**src/rtl/rstc_pkg.sv**
```systemverilog
package rstc_pkg;

    typedef struct packed {
        logic swr_n;
        logic wdg_n;
        logic slp_n;
        logic pon_n;
        logic brn_n;
    } rst_flags_t;

    typedef enum logic [1:0] {
        SEQ_HOLD,
        SEQ_PWRUP,
        SEQ_OSC,
        SEQ_DONE
    } seq_state_e;

    localparam rst_flags_t FLAGS_AT_POWERON = '{
        swr_n: 1'b1, wdg_n: 1'b1, slp_n: 1'b1, pon_n: 1'b0, brn_n: 1'b0
    };

    // first timer phase after a hold, given the enables
    function automatic seq_state_e seq_first(input logic pwrup_en, input logic osc_en);
        if (pwrup_en)    return SEQ_PWRUP;
        else if (osc_en) return SEQ_OSC;
        else             return SEQ_DONE;
    endfunction

endpackage

```
**src/rtl/rstc_sync2.sv**
```systemverilog
module rstc_sync2 #(
    parameter int W = 1
) (
    input  logic         clk,
    input  logic [W-1:0] d_i,
    output logic [W-1:0] q_o
);
    logic [W-1:0] meta_q;
    logic [W-1:0] sync_q;

    always_ff @(posedge clk) begin
        meta_q <= d_i;
        sync_q <= meta_q;
    end

    assign q_o = sync_q;
endmodule

```
**src/rtl/rstc_pin_filter.sv**
```systemverilog
module rstc_pin_filter #(
    parameter int LEN = 4
) (
    input  logic clk,
    input  logic clr_i,
    input  logic low_i,
    output logic valid_o
);
    localparam int CW = $clog2(LEN + 1);
    localparam logic [CW-1:0] FULL = CW'(LEN);

    logic [CW-1:0] run_q;

    always_ff @(posedge clk) begin
        if (clr_i || !low_i)
            run_q <= '0;
        else if (run_q != FULL)
            run_q <= run_q + CW'(1);
    end

    assign valid_o = (run_q == FULL);
endmodule

```
**src/rtl/rstc_startup_seq.sv**
```systemverilog
module rstc_startup_seq
    import rstc_pkg::*;
#(
    parameter int TIMER_W = 10
) (
    input  logic clk,
    input  logic hold_i,
    input  logic pwrup_en_i,
    input  logic osc_en_i,
    output logic busy_o
);
    localparam logic [TIMER_W-1:0] TERM = '1;

    seq_state_e            st_q;
    logic [TIMER_W-1:0]    tmr_q;

    always_ff @(posedge clk) begin
        if (hold_i) begin
            st_q  <= SEQ_HOLD;
            tmr_q <= '0;
        end else begin
            case (st_q)
                SEQ_HOLD: begin
                    st_q  <= seq_first(pwrup_en_i, osc_en_i);
                    tmr_q <= '0;
                end
                SEQ_PWRUP: begin
                    tmr_q <= tmr_q + TIMER_W'(1);
                    if (tmr_q == TERM)
                        st_q <= osc_en_i ? SEQ_OSC : SEQ_DONE;
                end
                SEQ_OSC: begin
                    tmr_q <= tmr_q + TIMER_W'(1);
                    if (tmr_q == TERM)
                        st_q <= SEQ_DONE;
                end
                default: ;
            endcase
        end
    end

    assign busy_o = (st_q != SEQ_DONE);
endmodule

```
**src/rtl/chip_reset_ctrl.sv**
```systemverilog
module chip_reset_ctrl
    import rstc_pkg::*;
#(
    parameter int TIMER_W   = 10,
    parameter int FILT_LEN  = 4,
    parameter int PULSE_LEN = 2
) (
    input  logic       clk,
    input  logic       por_req_i,
    input  logic       pin_n_i,
    input  logic       brownout_i,
    input  logic       bo_en_i,
    input  logic       pwrup_tmr_en_i,
    input  logic       osc_tmr_en_i,
    input  logic       sw_rst_i,
    input  logic       stk_full_i,
    input  logic       stk_under_i,
    input  logic       wdt_timeout_i,
    input  logic       sleep_i,
    input  logic [2:0] flag_set_i,
    output logic       chip_rst_o,
    output logic       wake_o,
    output logic [4:0] flags_o
);
    localparam int PW = $clog2(PULSE_LEN + 1);

    logic por_s, bod_s, pin_low_s;
    logic bor_evt, hold, seq_busy;
    logic pin_valid, pin_valid_q;
    logic short_evt, sleep_q, wake_q;
    logic [PW-1:0] pulse_q;
    rst_flags_t flags_q;

    rstc_sync2 #(.W(3)) u_sync (
        .clk (clk),
        .d_i ({por_req_i, brownout_i, ~pin_n_i}),
        .q_o ({por_s, bod_s, pin_low_s})
    );

    rstc_pin_filter #(.LEN(FILT_LEN)) u_filt (
        .clk     (clk),
        .clr_i   (por_s),
        .low_i   (pin_low_s),
        .valid_o (pin_valid)
    );

    assign bor_evt = bod_s & bo_en_i;
    assign hold    = por_s | bor_evt;

    rstc_startup_seq #(.TIMER_W(TIMER_W)) u_seq (
        .clk        (clk),
        .hold_i     (hold),
        .pwrup_en_i (pwrup_tmr_en_i),
        .osc_en_i   (osc_tmr_en_i),
        .busy_o     (seq_busy)
    );

    assign short_evt = sw_rst_i | stk_full_i | stk_under_i | (wdt_timeout_i & ~sleep_i);

    always_ff @(posedge clk) begin
        if (por_s)
            pulse_q <= '0;
        else if (short_evt)
            pulse_q <= PW'(PULSE_LEN);
        else if (pulse_q != '0)
            pulse_q <= pulse_q - PW'(1);
    end

    always_ff @(posedge clk) begin
        if (por_s) begin
            flags_q     <= FLAGS_AT_POWERON;
            sleep_q     <= 1'b0;
            pin_valid_q <= 1'b0;
            wake_q      <= 1'b0;
        end else begin
            sleep_q     <= sleep_i;
            pin_valid_q <= pin_valid;
            wake_q      <= wdt_timeout_i & sleep_i;
            // software sets first; events below override them
            if (flag_set_i[2]) flags_q.swr_n <= 1'b1;
            if (flag_set_i[1]) flags_q.pon_n <= 1'b1;
            if (flag_set_i[0]) flags_q.brn_n <= 1'b1;
            if (bor_evt)       flags_q.brn_n <= 1'b0;
            if (sw_rst_i)      flags_q.swr_n <= 1'b0;
            if (sleep_i && !sleep_q) flags_q.slp_n <= 1'b0;
            if (pin_valid && !pin_valid_q && sleep_i) begin
                flags_q.wdg_n <= 1'b1;
                flags_q.slp_n <= 1'b0;
            end
            if (wdt_timeout_i) begin
                flags_q.wdg_n <= 1'b0;
                if (sleep_i) flags_q.slp_n <= 1'b0;
            end
        end
    end

    assign chip_rst_o = seq_busy | pin_valid | (pulse_q != '0);
    assign wake_o     = wake_q;
    assign flags_o    = flags_q;
endmodule

```
**config.mk**
```make
export PLATFORM = sky130hd
export DESIGN_NAME = chip_reset_ctrl
export DESIGN_NICKNAME = d
export VERILOG_FILES = /design/src/rtl/rstc_pkg.sv /design/src/rtl/rstc_sync2.sv /design/src/rtl/rstc_pin_filter.sv /design/src/rtl/rstc_startup_seq.sv /design/src/rtl/chip_reset_ctrl.sv
export SDC_FILE = /design/constraint.sdc
export NUM_CORES = 1
export LEC_CHECK = 0
export BUFFER_PORTS_ARGS = -buffer_cell sky130_fd_sc_hd__buf_2
export CORE_MARGIN = 2
export CORE_UTILIZATION = 39
export CTS_CLUSTER_SIZE = 28
export DETAILED_ROUTE_END_ITERATION = 6
export PLACE_DENSITY = 0.68
export SLEW_MARGIN = 0
export SYNTH_ARGS = -nofsm -noshare
export SYNTH_HDL_FRONTEND = slang
export SYNTH_SLANG_ARGS = --single-unit
export TNS_END_PERCENT = 1
```
**constraint.sdc**
```tcl
create_clock -name clk -period 2.7 [get_ports clk]
set_clock_uncertainty 0.05 [all_clocks]
set_input_delay 0.135 -clock clk [delete_from_list [all_inputs] [get_ports clk]]
set_output_delay 0.135 -clock clk [all_outputs]
set_load 0.02 [all_outputs]
```
==> impl_summary.log <==
INFO  metric postSynthCellCount = 130
INFO  metric die_x = 60.3 um
INFO  metric root_buffer = sky130_fd_sc_hd__clkbuf_4
INFO  metric cts.sinks = 31
INFO  metric synthesis.area_per_instance = 9.52 sq um
INFO  metric pwr-share-clk = between 30% and 40%
INFO  metric clk_pin_slew_worst_paths = roughly 0.1 ns
INFO  metric grt.overflow.total = 0
INFO  metric pwr-share-comb = ~21%
INFO  metric maxClockFrequency = 596 MHz
INFO  metric num_rows = 20
INFO  metric start_util = between 40% and 50%
INFO  metric swShare = between 20 and 30%
INFO  metric antenna_found_initial = 0
INFO  metric worst-slew-pin-transition = approximately 0.56 ns
INFO  metric leakage = about 0.67 nW
INFO  metric io_pins = 22
INFO  metric r2r_cells = 4
INFO  metric max-slew-margin-rel = 61.7%
INFO  metric final_nets = ~190
INFO  metric vias = 970
INFO  metric drt-initial-drc-count = 23
INFO  metric rsz0062_at_grt = false
INFO  metric floorplan_core_area = between 0.003 and 0.004 sq mm
INFO  metric drt-pass1-iter-count = 4
INFO  metric chipHeight = just over 60 um
INFO  metric synth_warnings = 0
INFO  metric cp.arrival = 1.83 ns
INFO  metric floorplan.die_area = between 0.003 and 0.004 sq mm
INFO  metric clkLatencyLatePin = between 0.3 and 0.4 ns
INFO  metric routabilityCongestion = between 0.8 and 0.9
INFO  metric synthArstFlopShare = 0%
INFO  metric cts-buffers-inserted = 5
INFO  metric clock_tree.buffer_depth = 2
INFO  metric setup_viol = 0
INFO  metric fraction_of_the_cycle_the_final_worst_path_needs = around 62%
INFO  metric power_density = a little over 700 mW/mm^2
INFO  metric grt_pass1_wl = 3960 um
INFO  metric total_power = between 0.001 and 0.0015 W
INFO  metric synth_flop_cell = sky130_fd_sc_hd__dfxtp_1
INFO  metric drive_gt1_share = a little under a fifth
INFO  metric antennaDiodeCount = 0
INFO  metric power.sequential.fraction = a little under half
INFO  metric globalRouteTotalUtil = about 15%
INFO  metric run_status = complete, no violations
INFO  metric p_sw = 0.000304 W
INFO  metric synth_enable_flop_cells = 0
INFO  metric critPathRequiredTime = between 2 and 3 ns
INFO  metric portbufs = 21
INFO  metric fillerInstances = 277
INFO  metric min_period = roughly 1.7 ns
INFO  metric route.antenna.remaining_nets = 0
INFO  metric timing.final.max_slew_violations = 0
INFO  metric yosys.cell_types.count = 33
INFO  metric worstHoldPathType = in -> reg
INFO  metric viasPerCell = 4.64
INFO  metric grt_pass1_vias = between 900 and 1000
INFO  metric synth.cell_area = roughly 0.0012 sq mm
INFO  metric placement.setup.worst_slack = around 1 ns
INFO  metric drc = 0
INFO  metric wire_length_after_detailed_routing = about 2100 um
INFO  metric irDropWorstVdd = ~0.38 mV
INFO  metric setup.worst_path.class = reg -> reg
INFO  metric htreeDepth = 2
INFO  metric ys_seq_elements = 31
INFO  metric postSynthNetCount = between 150 and 200
INFO  metric syn_to_final_growth = 25.1%
INFO  metric cp_launch_type = register
INFO  metric postCtsSetupBuffers = 0
INFO  metric finalHoldViolations = 0
INFO  metric cts_tree = yes
INFO  metric hold_ws = approximately 0.025 ns
INFO  metric post_route_setup_slack = 1.02 ns
INFO  metric detailed_place_hpwl = 1570 um
INFO  metric min_delay_path_depth = 3
INFO  metric critical_path.endpoint_type = register
INFO  metric synth_seq_area_share = about half
INFO  metric largest_fanout_of_any_net_on_the_critical_path = 9
INFO  metric drv_cap = 0
INFO  metric grt_start_max_net_pins = 12
INFO  metric power.internal = 0.000790 W
INFO  metric fin_setup_tns = 0 ns
INFO  metric wl_per_cell = a little over 10 um
## Yosys cell counts, drive strengths merged (2+ instances only)
cell type / n / share of area, %
clkbuf: 2 / 0.61
nor2: 15 / 4.5
nor2b: 3 / 1.5
nand2b: 3 / 1.5
o21bai: 2 / 1.2
nand2: 12 / 3.6
mux2i: 4 / 3.2
a21oi: 7 / 2.8
o21ai: 3 / 1.2
nand4b: 2 / 2.6
dfxtp: 31 / 50
or3: 3 / 1.5
inv: 9 / 2.7
nand3: 6 / 2.4
nand3b: 2 / 1.2
ha: 6 / 6.1
nor4: 2 / 1.0
xnor2: 2 / 1.4
xor2: 3 / 2.1
## final cells by class
class / count / area [sq um] / share of cell area (%)
clock buffers: 5 / 37.5 / 2.43
flip-flops and latches: 31 / 621 / 40.1
well taps: 44 / 55.1 / 3.56
inverters: 9 / 33.8 / 2.18
repair buffers: 30 / 193 / 12.4
clock inverters: 3 / 43.8 / 2.83
multi-input cells: 87 / 564 / 36.5
## power by group through the flow
stage / sequential [W] / clock [W] / combinational [W]
after global routing: 0.000526 / 0.000379 / 0.000257
after global placement: 0.000526 / 0 / 0.000206
after detailed placement: 0.000530 / 0 / 0.000216
after floorplan: 0.000530 / 0 / 0.000164
final: 0.000519 / 0.000351 / 0.000224
after CTS: 0.000520 / 0.000362 / 0.000226
## metrics by stage
stage	area (sq um)	cells	utilization [%]
floorplan	1240	130	-
global placement	1390	193	45.8
detailed placement	1390	193	45.8
global route	1550	209	51.1
CTS	1550	209	51.1
finish	1550	209	51.1
## sequential cells by signal (all words and copies together) (netlist names), 2 cells and up
register       flops
u_seq.st_q         2
u_sync.q_o         3
pulse_q            2
flags_o            5
u_sync.meta_q      3
u_seq.tmr_q       10
u_filt.run_q       3
## routing by layer
metal	vias to the layer above	global-route usage, %	part of all wire, %
li1	511	-	-
met1	441	16.9	44
met4	0	5.71	1.6
met3	4	5.76	4.3
met5	-	0	0
met2	14	25.0	50
## worst paths after layout
path	end	startpoint	slack, ns
max	u_seq.st_q[0]	u_seq.st_q[0]	1.02
min	sleep_q	sleep_i	0.02
max reg2reg	u_seq.st_q[0]	u_seq.st_q[0]	1.02
min reg2reg	u_sync.q_o[2]	u_sync.meta_q[2]	0.29
## critical path: stages, from the launching register on
cell	delay, ns
sky130_fd_sc_hd__dfxtp_1	0.35
sky130_fd_sc_hd__ha_1	0.31
sky130_fd_sc_hd__nand4b_4	0.24
sky130_fd_sc_hd__o41a_1	0.48
sky130_fd_sc_hd__mux2i_1	0.13
## what timing repair did
action                     CTS  global route
hold buffers                 8             0
hold endpoints to repair     8             0
setup endpoints to repair    0             0
gates resized for setup      0             0
## cells by family (layout without fill, tap and decap cells)
| family | Yosys count | after routing | synth area share (%) |
|---|---|---|---|
| muxes | 4 | 4 | 3.24 |
| adders and majority gates | 6 | 6 | 6.07 |
| AOI/OAI and AO/OA | 19 | 19 | 10.0 |
| buffers and inverters | 12 | 47 | 4.25 |
| DFF | 31 | 31 | 50.2 |
| and+or+nand+nor | 53 | 53 | 22.8 |
| xor gates and xnor gates | 5 | 5 | 3.54 |
## placed cells by master (no fill, tap or decap), types with 2 or more instances in the layout
cell                             n
sky130_fd_sc_hd__nand3_1         6
sky130_fd_sc_hd__nor2_1         15
sky130_fd_sc_hd__clkbuf_4        5
sky130_fd_sc_hd__or3_1           3
sky130_fd_sc_hd__nand2b_1        3
sky130_fd_sc_hd__nor2b_1         3
sky130_fd_sc_hd__o21bai_1        2
sky130_fd_sc_hd__mux2i_1         4
sky130_fd_sc_hd__nand2_1        12
sky130_fd_sc_hd__a21oi_1         7
sky130_fd_sc_hd__dfxtp_1        31
sky130_fd_sc_hd__ha_1            6
sky130_fd_sc_hd__inv_1           9
sky130_fd_sc_hd__dlygate4sd3_1   8
sky130_fd_sc_hd__o21ai_0         3
sky130_fd_sc_hd__buf_2          21
sky130_fd_sc_hd__nand3b_1        2
sky130_fd_sc_hd__xor2_1          3
sky130_fd_sc_hd__nor4_1          2
sky130_fd_sc_hd__xnor2_1         2
No activity file was read; power rests on OpenSTA's default activity.
